==> src/rtl/modtmr_pkg.sv <==
package modtmr_pkg;
  localparam int CNT_W  = 16;
  localparam int PS_W   = 6;
  localparam int SEL_W  = 3;
  localparam int ADDR_W = 3;
  localparam int DATA_W = 8;

  localparam logic [ADDR_W-1:0] A_CTRL = 3'd0;
  localparam logic [ADDR_W-1:0] A_CNTH = 3'd1;
  localparam logic [ADDR_W-1:0] A_CNTL = 3'd2;
  localparam logic [ADDR_W-1:0] A_MODH = 3'd3;
  localparam logic [ADDR_W-1:0] A_MODL = 3'd4;

  localparam int B_FLAG = 7;
  localparam int B_IE   = 6;
  localparam int B_STOP = 5;
  localparam int B_CRST = 4;

  // low-order prescaler bits that must all be 1 for a tick
  function automatic logic [PS_W-1:0] presc_mask(input logic [SEL_W-1:0] sel);
    int lg;
    int m;
    lg = (int'(sel) > PS_W) ? PS_W : int'(sel);
    m  = (1 << lg) - 1;
    return m[PS_W-1:0];
  endfunction

  function automatic logic [CNT_W-1:0] next_count(input logic [CNT_W-1:0] cnt,
                                                  input logic [CNT_W-1:0] modv);
    return (cnt == modv) ? '0 : cnt + 1'b1;
  endfunction
endpackage

==> src/rtl/modtmr_presc.sv <==
module modtmr_presc
  import modtmr_pkg::*;
(
  input  logic             clk,
  input  logic             rst_n,
  input  logic             stop,
  input  logic             clr,
  input  logic [SEL_W-1:0] sel,
  output logic             tick
);
  logic [PS_W-1:0] ps_q;
  logic [PS_W-1:0] mask;

  assign mask = presc_mask(sel);
  assign tick = !stop && ((ps_q & mask) == mask);

  always_ff @(posedge clk) begin
    if (!rst_n || clr) ps_q <= '0;
    else if (!stop)    ps_q <= ps_q + 1'b1;
  end
endmodule

==> src/rtl/modtmr_count.sv <==
module modtmr_count
  import modtmr_pkg::*;
(
  input  logic             clk,
  input  logic             rst_n,
  input  logic             tick,
  input  logic             clr,
  input  logic [CNT_W-1:0] modv,
  output logic [CNT_W-1:0] cnt,
  output logic             ovf
);
  logic [CNT_W-1:0] cnt_q;

  assign cnt = cnt_q;
  assign ovf = tick && !clr && (cnt_q == modv);

  always_ff @(posedge clk) begin
    if (!rst_n || clr) cnt_q <= '0;
    else if (tick)     cnt_q <= next_count(cnt_q, modv);
  end
endmodule

==> src/rtl/modtmr_flag.sv <==
module modtmr_flag (
  input  logic clk,
  input  logic rst_n,
  input  logic ovf,
  input  logic stat_rd,
  input  logic stat_wr,
  input  logic clr_wr,
  output logic flag,
  output logic arm
);
  logic flag_q;
  logic arm_q;

  assign flag = flag_q;
  assign arm  = arm_q;

  always_ff @(posedge clk) begin
    if (!rst_n) begin
      flag_q <= 1'b0;
      arm_q  <= 1'b0;
    end else if (ovf) begin
      flag_q <= 1'b1;
      arm_q  <= 1'b0;
    end else if (stat_wr) begin
      if (clr_wr && arm_q) flag_q <= 1'b0;
      arm_q <= 1'b0;
    end else if (stat_rd && flag_q) begin
      arm_q <= 1'b1;
    end
  end
endmodule

==> src/rtl/modtmr_top.sv <==
module modtmr_top
  import modtmr_pkg::*;
#(
  parameter logic [CNT_W-1:0] MOD_RST = 16'hFFFF
) (
  input  logic              clk,
  input  logic              rst_n,
  input  logic [ADDR_W-1:0] reg_addr,
  input  logic              reg_wr,
  input  logic              reg_rd,
  input  logic [DATA_W-1:0] reg_wdata,
  output logic [DATA_W-1:0] reg_rdata,
  output logic              irq
);
  localparam int HALF = CNT_W / 2;

  logic             ie_q, stop_q;
  logic [SEL_W-1:0] sel_q;
  logic [CNT_W-1:0] mod_q;
  logic             lat_v;
  logic [HALF-1:0]  lat_b;

  // named internal events
  logic             tick, ovf_evt, crst_evt, stat_rd, stat_wr, flag_clr_wr;
  logic             flag, arm;
  logic [CNT_W-1:0] cnt;

  assign stat_wr     = reg_wr && (reg_addr == A_CTRL);
  assign stat_rd     = reg_rd && (reg_addr == A_CTRL);
  assign crst_evt    = stat_wr && reg_wdata[B_CRST];
  assign flag_clr_wr = stat_wr && !reg_wdata[B_FLAG];

  modtmr_presc u_presc (
    .clk(clk), .rst_n(rst_n), .stop(stop_q), .clr(crst_evt), .sel(sel_q), .tick(tick)
  );

  modtmr_count u_count (
    .clk(clk), .rst_n(rst_n), .tick(tick), .clr(crst_evt), .modv(mod_q),
    .cnt(cnt), .ovf(ovf_evt)
  );

  modtmr_flag u_flag (
    .clk(clk), .rst_n(rst_n), .ovf(ovf_evt), .stat_rd(stat_rd), .stat_wr(stat_wr),
    .clr_wr(flag_clr_wr), .flag(flag), .arm(arm)
  );

  always_ff @(posedge clk) begin
    if (!rst_n) begin
      ie_q   <= 1'b0;
      stop_q <= 1'b1;
      sel_q  <= '0;
      mod_q  <= MOD_RST;
    end else if (reg_wr) begin
      case (reg_addr)
        A_CTRL: begin
          ie_q   <= reg_wdata[B_IE];
          stop_q <= reg_wdata[B_STOP];
          sel_q  <= reg_wdata[SEL_W-1:0];
        end
        A_MODH:  mod_q[CNT_W-1:HALF] <= reg_wdata;
        A_MODL:  mod_q[HALF-1:0]     <= reg_wdata;
        default: ;
      endcase
    end
  end

  // high-byte read captures the low byte for a consistent pair
  always_ff @(posedge clk) begin
    if (!rst_n) begin
      lat_v <= 1'b0;
      lat_b <= '0;
    end else if (reg_rd && reg_addr == A_CNTH) begin
      lat_v <= 1'b1;
      lat_b <= cnt[HALF-1:0];
    end else if (reg_rd && reg_addr == A_CNTL) begin
      lat_v <= 1'b0;
    end
  end

  always_comb begin
    case (reg_addr)
      A_CTRL:  reg_rdata = {flag, ie_q, stop_q, 1'b0, 1'b0, sel_q};
      A_CNTH:  reg_rdata = cnt[CNT_W-1:HALF];
      A_CNTL:  reg_rdata = lat_v ? lat_b : cnt[HALF-1:0];
      A_MODH:  reg_rdata = mod_q[CNT_W-1:HALF];
      A_MODL:  reg_rdata = mod_q[HALF-1:0];
      default: reg_rdata = '0;
    endcase
  end

  assign irq = flag && ie_q;
endmodule

==> config.mk <==
export PLATFORM = sky130hd
export DESIGN_NAME = modtmr_top
export DESIGN_NICKNAME = d
export VERILOG_FILES = /design/src/rtl/modtmr_pkg.sv /design/src/rtl/modtmr_presc.sv /design/src/rtl/modtmr_count.sv /design/src/rtl/modtmr_flag.sv /design/src/rtl/modtmr_top.sv
export SDC_FILE = /design/constraint.sdc
export NUM_CORES = 1
export LEC_CHECK = 0
export ABC_AREA = 1
export BUFFER_PORTS_ARGS = -buffer_cell sky130_fd_sc_hd__buf_2
export CORE_AREA = 5 5 78 98
export DETAILED_ROUTE_END_ITERATION = 6
export DIE_AREA = 0 0 83 103
export SLEW_MARGIN = 30
export SYNTH_ARGS = -nofsm -noshare
export SYNTH_HDL_FRONTEND = slang
export SYNTH_SLANG_ARGS = --single-unit
==> constraint.sdc <==
create_clock -name clk -period 3.5 [get_ports clk]
set_input_delay 0 -clock clk [delete_from_list [all_inputs] [get_ports clk]]
set_output_delay 0 -clock clk [all_outputs]
set_load 0.1 [all_outputs]
---- After elaboration in Yosys (flattened, before gate mapping) ----
Index checks and enable logic that the tools add are counted.
W data, S select, Z words.
storage, ports and cells
  bits in registers ....................... 54
  bits of input ports ..................... 15
cells by class
  add/subtract/negate cells ............... 3
  order comparisons ....................... 1
  equal/unequal tests ..................... 6
  shift-type cells ........................ 1
  muxes and demuxes ....................... 9
  bitwise logic cells ..................... 2
  reduce and logical (&&, ||, !) cells .... 26
operators by type and width
  cell                     number
  $pmux W8 S5              1
  $shl A1 B32 Y6 const A   1
  $add A16 B1 Y16 const B  1
  $eq A16 B16 Y1           1
  $mux W16                 1
  $logic_and A1 B1 Y1      12
  $mux W8                  1
  $reduce_and A2 Y1        4
  $add A6 B1 Y6 const B    1
  $and A6 B6 Y6            1
  $eq A3 B2 Y1 const B     2
  $eq A6 B6 Y1             1
  $reduce_bool A2 Y1       3
  $sub A6 B2 Y6 const B    1
  $mux W1                  5
  $logic_not A1 Y1         4
  $eq A3 B1 Y1 const B     1
  $eq A3 B3 Y1 const B     1
  $gt A3 B3 Y1 const B     1
  $logic_not A3 Y1         1
  $mux W3                  1
  $reduce_or A3 Y1         1
  $logic_or A1 B1 Y1       1
  $not A1 Y1               1

---- Logic depth before layout (Yosys ltp) ----
Gate-level depths: netlist (run 1).
  depth after elaboration ................. 11
  depth in mapped cells ................... 12
  gate-level depth less buffers ........... 12

---- Hierarchy ----
A second synthesis (run 1) with hierarchy kept.
unflattened totals
  cell total of the unflattened synthesis .. 504
  area total of the unflattened synthesis .. 3,160.5 um2
by module, submodules not included
  module        instances  cells an instance  area each (um2)  sequential area each (um2)
  modtmr_top    1          262                1,666.6          600.6
  modtmr_count  1          182                1,083.5          320.3
  modtmr_presc  1          50                 327.8            120.1
  modtmr_flag   1          10                 82.6             40.0

---- Worst setup path before layout (run 1) ----
No wires, ideal clock.
  kind .................................... register -> output
  start ................................... register sel_q[2]
  end ..................................... output reg_rdata[2]
  data arrival time ....................... 1.973 ns
  setup slack ............................. 1.527 ns
  stages on the path, launching flop included .. 3
  buffers on the path ..................... 0
  cells stage by stage .................... dfxtp_1 inv_1 o221ai_1
on the way
  cells in the longest elaborated chain, start to end .. 1
ends and longest elaborated chain
  what                    RTL line          source
  from (decl)             modtmr_top.sv:18  logic [SEL_W-1:0] sel_q;
  from (signal assigned)  modtmr_top.sv:58  sel_q <= reg_wdata[SEL_W-1:0];
  $pmux W8 S5             modtmr_top.sv:81  case (reg_addr)
  to (decl)               modtmr_top.sv:12  output logic [DATA_W-1:0] reg_rdata,
Every way passes these cells.

---- Worst setup path after layout (run 1) ----
  start ................................... register u_count.cnt_q[6], in the netlist u_count.cnt[6]
  end ..................................... output reg_rdata[6]
on the way
  cells in the longest elaborated chain, start to end .. 2
ends and longest elaborated chain
  what                    RTL line            source
  from (decl)             modtmr_count.sv:12  logic [CNT_W-1:0] cnt_q;
  from (signal assigned)  modtmr_count.sv:19  else if (tick) cnt_q <= next_count(cnt_q, modv);
  $mux W8                 modtmr_top.sv:84    A_CNTL: reg_rdata = lat_v ? lat_b : cnt[HALF-1:0];
  $pmux W8 S5             modtmr_top.sv:81
Every way passes these cells.

==> reports/metrics.cfg, run 1 <==
[outcome]
status=complete, no violations

[timing]
fin_tns_setup_ns=0
worst_pin_slew_ns=0.641
fmax_mhz=511
final-max-slew-violation-count=0
min_period_ns=1.96
hold_viol=0
finClkSkew_ns=0.00981
setup-violations-final=0
fin_crit_sh_pct=56.0
rsz0062_at_grt=no
slew_headroom_pct=57.3

[floorplan]
initial_core_util_pct=43.2
dieArea_sq_um=8550
dieWidth_um=83
rows=34
core_area_sq_um=6720
dieHeight_um=103
pin_count=24

[critical_path]
crit_arrival_ns=1.96
crit_path_max_fanout=7
crit_path_end_kind=primary output
worstSetupPathType=flop to primary output
cp_data_required_time_ns=3.50
startpoint_type=flop

[drt]
vias_per_cell=5.23
vias=2927
drc=0
drtAntennaViolNets=0
firstDrtPassIters=5
wl_um=8690
drtIter0Drc=170
wl_per_cell_um=15.5

[global_route]
grt_pass1_vias=2907
antenna_found_initial=0
overflow=0
grt_pass1_wl_um=14400
grtUsageTotal_pct=21.2
grt_max_degree=23

[yosys]
syn-num-nets=458
yosys-top-cells-area=dfxtp_1 37%, nand2_1 18%, inv_1 7.0%
syn_avg_cell_area_sq_um=6.58
yosys_warnings=0
ys_seq_area_share_pct=37.2
syn-cell-area_sq_um=2900
synth_top_area_share_pct=37.2
netlist_instances=441
ys_seq_elements=54
synthDistinctLibCells=32
yosys.area.top_type=dfxtp_1

[clock_network]
cts_setup_buffers=0
post_cts_resized=0
cts_tree=built
clockBufferDepth=2
clock_sinks=54
clk_latency_ns=0.31
clkTransAtPathRegs_ns=0.10
cts_root_buf=clkbuf_8
htreeDepth=2
cts_inserted_buffers=5
cts_hold_buf=8

[power_and_ir_drop]
cellLeakagePower_nw=1.38
irDropWorstVdd_mv=0.242
powerDensity_nw_per_um2=359

[run]
maxCapViolCount=0

[cells_and_area]
area_growth_pct=11.5
fin_cells=560
insertedDiodeCount=0
fin_nets=486
drive_above_1_share_pct=8.94

[placed_design]
place.gp.congestion=0.912
placedCellCount=544
portBuffers=23
dpl.hpwl_um=6710

[worst_hold_path]
hp-class=primary input to flop

## synth_stat cells
master     instances
nand2_1          140
o2111ai_1          2
a22oi_1            1
o21ai_4            1
clkbuf_1           3
nand2_4            2
o21bai_1           1
ha_1               2
dfxtp_1           54
buf_1              1
inv_1             54
o21ai_0           32
buf_12             1
nand4_1            4
a21oi_2            1
o221ai_1           5
a21oi_1           32
inv_2              2
nor3_2             1
nor2_1            49
nor2_4             1
xor2_1            10
buf_4              3
nor3_4             1
nand3_1           17
nand3_2            1
o211ai_1          10
nor2_2             1
buf_2              3
nor3b_1            1
nor3_1             4
o22ai_1            1
## layout make-up
class / instances / area (sq um)
Clock buffer: 7 / 86.3
Fill cell: 755 / 3480
Multi-Input combinational cell: 320 / 1540
Tap cell: 90 / 113
Timing Repair Buffer: 32 / 203
Clock inverter: 1 / 5.00
Inverter: 56 / 210
Sequential cell: 54 / 1080
## worst max-delay path, cell delays in order (launching register included)
cell and delay (ns):
dfxtp_1 0.48, inv_1 0.12, o21ai_0 0.24, nand2_1 0.10, o21ai_0 0.10, a21oi_1 0.06, o221ai_1 0.08, buf_2 0.46
## placed cells by master, fill, tap and decap left out, drive strengths merged
cell	n
a22oi	1
nand2	142
o21bai	1
clkinv	1
o22ai	1
dfxtp	54
xor2	10
nor3	6
o21ai	33
inv	56
a21oi	33
nand4	4
nor3b	1
nor2	51
o211ai	10
o221ai	5
nand3	18
dlygate4sd3	8
ha	2
buf	24
clkbuf	7
o2111ai	2
## logic make-up (layout without fill, tap and decap cells)
kind of cell | count (synthesis) | after routing | synth area share [%]
and+or+nand+nor | 222 | 222 | 31.8
AOI/OAI and AO/OA | 86 | 86 | 17.3
buffers and inverters | 67 | 96 | 9.74
DFF | 54 | 54 | 37.2
xor gates and xnor gates | 10 | 10 | 3.02
adders and majority gates | 2 | 2 | 0.862
## where the power goes
group	switching, W	internal, W
Sequential	0.0000101	0.000627
Combinational	0.000122	0.0000386
Clock	0.000203	0.000160
## stage by stage
stage	utilization (%)	area (sq um)	hold WS (ns)	power (W)	setup slack, ns
after floorplan	-	2900	0.125	0.000763	1.53
after global placement	45.6	3070	0.255	0.000804	1.57
after detailed placement	45.6	3070	0.255	0.000803	1.57
after CTS	48.2	3240	0.0510	0.00118	1.54
after global routing	48.2	3240	0.0825	0.00122	1.39
final	48.2	3240	0.0665	0.00116	1.54
## registers in the layout, summed over array words and instances, names as in the netlist
name / count
mod_q: 16
u_count.cnt: 16
lat_b: 8
u_presc.ps_q: 6
sel_q: 3
ie_q: 1
lat_v: 1
stop_q: 1
u_flag.arm: 1
u_flag.flag: 1
## per-layer routing
metal / GRT usage, % / part of all wire (%) / wire length (um) / up-vias
met1: 24.6 / 41 / 3540 / 1352
met3: 3.60 / 5.3 / 460 / 24
met2: 38.1 / 50 / 4330 / 80
met4: 10.6 / 4.1 / 356 / 0
met5: 0 / 0 / 0 / -
li1: - / - / - / 1471
## final timing paths
| kind | startpoint | endpoint | slack [ns] | cells past startpoint |
|---|---|---|---|---|
| max | u_count.cnt[6] | reg_rdata[6] | 1.54 | 7 |
| min | reg_rd | lat_v | 0.07 | 4 |
| max reg2reg | stop_q | u_count.cnt[7] | 1.57 | 8 |
| min reg2reg | u_presc.ps_q[1] | u_presc.ps_q[1] | 0.50 | 2 |
Note: power is estimated with default switching activity, not from simulation.
==> inputs of run 2 (changes only) <==
Settings changed: ABC_AREA 1 to 0.
Clock period 3.5 ns to 1.8 ns, I/O delays scaled along.
==> run 2 against run 1 <==
  * The flow now finishes with violations (setup timing)
  * First-iteration DRC count is 9.4% lower
  * Setup slack worse by 1.6 ns
  * Die area stayed put
  * Sequential share of layout area is 3.5 points lower
  * Combinational power is 130% higher
  * Core utilization is 6.0 points higher
  * Clock skew is 0.0050 ns higher
  * Sequential cell count stayed put
  * Global-route usage is 3.0 points lower
==> reports/metrics.cfg, run 2 <==
[outcome]
status=complete, but fails checks
violations=setup timing

[drt]
drtAntennaViolNets=0
wl_um=7910
wl_per_cell_um=16.2
drtIter0Drc=154
vias_per_cell=5.49
vias=2683
firstDrtPassIters=5
drc=0

[power_and_ir_drop]
pwr-share-comb_pct=16.1
irDropWorstVdd_mv=0.500
p_clk_share_pct=31.6
cellLeakagePower_nw=1.37
total_power_w=0.00235
power.switching_w=0.000713
switching_share_pct=30.3
powerDensity_nw_per_um2=646
power_frac_seq_pct=52.3
power.internal_w=0.00164

[timing]
worst_pin_slew_ns=0.545
final-max-slew-violation-count=0
rsz0062_at_grt=yes
setup-violations-final=1
finClkSkew_ns=0.0148
fin_crit_sh_pct=101
worst_slack_ns=-0.0250
slew_headroom_pct=63.6
fmax_mhz=548
min_period_ns=1.82
hold_viol=0

[cells_and_area]
insertedDiodeCount=0
area_growth_pct=26.2
mostFrequentLayoutCells=62 x nand2_1, 49 x dfxtp_1, 32 x buf_4
final_common_cell=nand2_1
fin_nets=415
utilization_pct=54.2
nFillCells=657
drive_above_1_share_pct=23.1

[clock_network]
cts_tree=built
cts_root_buf=clkbuf_8
clkTransAtPathRegs_ns=0.12
clk_latency_ns=0.32
clockBufferDepth=2
clock_sinks=54
cts_inserted_buffers=5
htreeDepth=2

[floorplan]
core_area_sq_um=6720
dieWidth_um=83
dieHeight_um=103
pin_count=24
rows=34
initial_core_util_pct=42.9
dieArea_sq_um=8550

[yosys]
netlist_instances=347
synth_commonest_cells=62 x nand2_1, 54 x dfxtp_1, 29 x nor2_1
synthDistinctLibCells=43
yosys_warnings=0
syn-cell-area_sq_um=2890
yosysMostFrequentCell=nand2_1
synth_edf_count=0
yosys-top-cells-area=dfxtp_1 37%, nand2_1 8.1%, mux2i_1 6.2%
syn_avg_cell_area_sq_um=8.31
syn-num-nets=364
ys_seq_elements=54
ys_seq_area_share_pct=37.5
synth_flop_cell=dfxtp_1
ys_async_sr_fraction_pct=0
yosys.area.top_type=dfxtp_1
synth_top_area_share_pct=37.5

[critical_path]
cp_data_required_time_ns=2.03
crit_path_max_fanout=10
crit_arrival_ns=2.05
crit_path_end_kind=flop
startpoint_type=flop
worstSetupPathType=flop to flop

[global_route]
grt_max_degree=33
grt_pass1_vias=2491
grtUsageTotal_pct=18.2
antenna_found_initial=0
grt_pass1_wl_um=12500
overflow=0

[placed_design]
dpl.hpwl_um=5660
place.gp.congestion=0.889
portBuffers=23
place_ws_ns=-0.0431

[worst_hold_path]
hp-class=primary input to flop

[run]
maxCapViolCount=0

[run 2: timing repair]
item / in CTS / in global routing
hold buffers: 8 / 0
setup buffers: 0 / 6
cloned: 0 / 0
resized for setup: 3 / 27
endpoints found under the setup margin: 1 / 18
endpoints found under the hold margin: 21 / 0
pin swaps: 0 / 5
[run 2: layout make-up]
cell class              instances  area, sq um  share of cell area (%)
flip-flops and latches         54         1090                    29.9
inverters                       1         3.75                   0.103
well taps                      90          113                    3.09
repair buffers                 65          544                    14.9
clock inverters                 3         26.3                   0.721
multi-input cells             271         1800                    49.3
clock buffers                   5         68.8                    1.89
[run 2: final timing paths]
path | from | end | slack (ns) | cells past startpoint
worst min-delay path | rst_n | u_presc.ps_q[1] | 0.14 | 3
worst min register to register | lat_b[1] | lat_b[1] | 0.47 | 2
worst max-delay path | u_presc.ps_q[1] | u_count.cnt[14] | -0.02 | 5
worst max register to register | u_presc.ps_q[1] | u_count.cnt[14] | -0.02 | 5
[run 2: critical path, cell delays in order, from the launching register on]
cell and delay (ns):
dfxtp_2 0.36, nand2_1 0.05, a211o_2 0.46, a2111oi_1 0.61, xnor2_1 0.20, nor2_1 0.06
[run 2: metal layers]
metal	GRT usage [%]	routed length (um)
met5	0	0
met4	7.30	270
met3	2.88	365
met2	31.4	3850
met1	23.1	3420
[run 2: through the flow]
| stage | TNS, ns | hold WS [ns] | area, sq um | std cells |
|---|---|---|---|---|
| 6_report | -0.0250 | 0.136 | 3640 | 489 |
| 5_1_grt | -0.346 | 0.165 | 3640 | 489 |
| 4_1_cts | 0 | 0.143 | 3510 | 483 |
| 3_5_place_dp | -0.0431 | 0.243 | 3330 | 467 |
| 3_3_place_gp | -0.0412 | 0.229 | 3330 | 467 |
| 2_1_floorplan | -2.75 | 0.124 | 2900 | 347 |
[run 2: cells by family (layout without fill, tap and decap cells)]
kind of cell               count (synthesis)  count (layout)  share of synthesized area [%]
buffers and inverters                     22              74                           3.69
xor gates and xnor gates                  31              31                           9.41
adders and majority gates                  2               2                          0.867
muxes                                     23              23                           8.20
AOI/OAI and AO/OA                         58              58                           14.2
and+or+nand+nor                          157             157                           26.2
DFF                                       54              54                           37.5
[run 2: power groups by stage]
stage,Combinational (W),Clock [W],Sequential [W]
2_1_floorplan,0.000246,0,0.00125
3_3_place_gp,0.000355,0,0.00126
5_1_grt,0.000404,0.000807,0.00123
6_report,0.000378,0.000744,0.00123
3_5_place_dp,0.000357,0,0.00126
4_1_cts,0.000372,0.000759,0.00123
==> inputs of run 3 (changes only) <==
Settings changed: REMOVE_ABC_BUFFERS from default to 1.
==> run 3 against run 2 <==
  * The run still ends with setup timing left
  * Critical path depth rose by 2
  * Clock-buffer cell count increased by 2
  * Combinational power rose by 2%
  * Critical endpoint is now u_count.cnt[15]
  * Largest power group unchanged
  * Highest routed layer unchanged
==> reports/metrics.cfg, run 3 (synthesized netlist as in run 2, its figures left out) <==
[critical_path]
reg2reg_slack_ns=-0.02
endpoint=u_count.cnt[15]
crit_path_end_kind=flop
r2r_start=u_count.cnt[5]
cp_data_required_time_ns=2.01
worstSetupPathType=flop to flop
startpoint_type=flop
worstRegToRegCells=7
r2r_end=u_count.cnt[15]
crit_path_max_fanout=4
startpoint=u_count.cnt[5]
crit_arrival_ns=2.03

[clock_network]
cts_tree=built
clkTransAtPathRegs_ns=0.11
cts_root_buf=clkbuf_8
clock_sinks=54
cts_inserted_buffers=5
htreeDepth=2
clk_latency_ns=0.32
clockBufferDepth=2

[outcome]
status=complete, but fails checks
violations=setup timing

[power_and_ir_drop]
power.switching_w=0.000679
p_clk_share_pct=31.0
total_power_w=0.00235
power_frac_seq_pct=52.5
switching_share_pct=28.9
pwr-share-comb_pct=16.5
irDropWorstVdd_mv=0.563
cellLeakagePower_nw=1.40
powerDensity_nw_per_um2=633
power.internal_w=0.00167

[drt]
drc=0
wl_um=8160
vias=2672
wl_per_cell_um=16.5
drtAntennaViolNets=0
vias_per_cell=5.40
firstDrtPassIters=4
drtIter0Drc=176

[placed_design]
portBuffers=23
dpl.hpwl_um=5610
place_ws_ns=-0.00158
place.gp.congestion=0.877
placedCellCount=469

[timing]
finClkSkew_ns=0.0159
setup-violations-final=2
slew_headroom_pct=67.8
final-max-slew-violation-count=0
hold_viol=0
min_period_ns=1.82
worst_pin_slew_ns=0.486
fin_crit_sh_pct=101
holdWs_ns=0.148
rsz0062_at_grt=yes
fmax_mhz=549
worst_slack_ns=-0.0217

[floorplan]
rows=34
pin_count=24
dieWidth_um=83
dieHeight_um=103
dieArea_sq_um=8550
initial_core_util_pct=42.9
core_area_sq_um=6720

[global_route]
overflow=0
antenna_found_initial=0
grtUsageTotal_pct=18.2
grt_max_degree=33
grt_pass1_vias=2484
grt_pass1_wl_um=12500

[cells_and_area]
fin_nets=421
mostFrequentLayoutCells=62 x nand2_1, 48 x dfxtp_1, 34 x buf_4
insertedDiodeCount=0
final_common_cell=nand2_1
drive_above_1_share_pct=24.7
area_growth_pct=28.6
nFillCells=653
fin_cells=495

[worst_hold_path]
hp-class=primary input to flop
hold_depth=3

[run]
maxCapViolCount=0

[run 3: how the worst min path moves through the flow]
stage | start | end | slack (ns)
6_report | reg_addr[0] | lat_v | 0.15
5_1_grt | rst_n | u_presc.ps_q[3] | 0.15
4_1_cts | reg_addr[0] | lat_v | 0.15
3_5_place_dp | reg_wdata[6] | mod_q[14] | 0.25
3_3_place_gp | reg_wdata[2] | mod_q[10] | 0.24
2_1_floorplan | rst_n | stop_q | 0.06
[run 3: layout make-up]
class | instances | area, sq um | area share (%)
multi-input cells | 273 | 1820 | 49.1
flip-flops and latches | 54 | 1090 | 29.3
repair buffers | 69 | 592 | 15.9
well taps | 90 | 113 | 3.03
clock buffers | 7 | 86.3 | 2.33
clock inverters | 1 | 5.00 | 0.135
inverters | 1 | 3.75 | 0.101
[run 3: routing by layer]
layer	track usage [%]	up-vias	wire length, um
met2	32.1	66	4060
li1	-	1334	-
met3	3.60	6	421
met1	23.0	1266	3600
met4	4.65	0	82
met5	0	-	0
[run 3: worst max-delay path, stage by stage (launching register included)]
cell and delay [ns]:
dfxtp_1 0.35, and4_4 0.25, nand4_1 0.23, buf_6 0.22, a2111oi_2 0.34, buf_4 0.17
xnor2_1 0.11, nor2_1 0.05
[run 3: what timing repair did]
action | in CTS | in global routing
pin swaps | 0 | 6
hold buffers | 8 | 0
cloned | 0 | 2
endpoints found under the setup margin | 1 | 20
resized for setup | 1 | 39
buffers inserted | 0 | 8
hold endpoints to repair | 21 | 0
[run 3: power by group through the flow]
stage	Sequential, W	Clock [W]	Combinational [W]
4_1_cts	0.00123	0.000734	0.000370
2_1_floorplan	0.00126	0	0.000208
3_3_place_gp	0.00126	0	0.000355
5_1_grt	0.00124	0.000796	0.000412
3_5_place_dp	0.00126	0	0.000356
6_report	0.00123	0.000729	0.000387
[run 3: metrics by stage]
| stage | setup TNS (ns) | area, sq um | util [%] |
|---|---|---|---|
| floorplan | -4.87 | 2780 | - |
| finish | -0.0325 | 3710 | 55.2 |
| detailed placement | -0.00158 | 3330 | 49.5 |
| global placement | 0 | 3330 | 49.5 |
| global route | -0.243 | 3710 | 55.2 |
| CTS | 0 | 3500 | 52.0 |
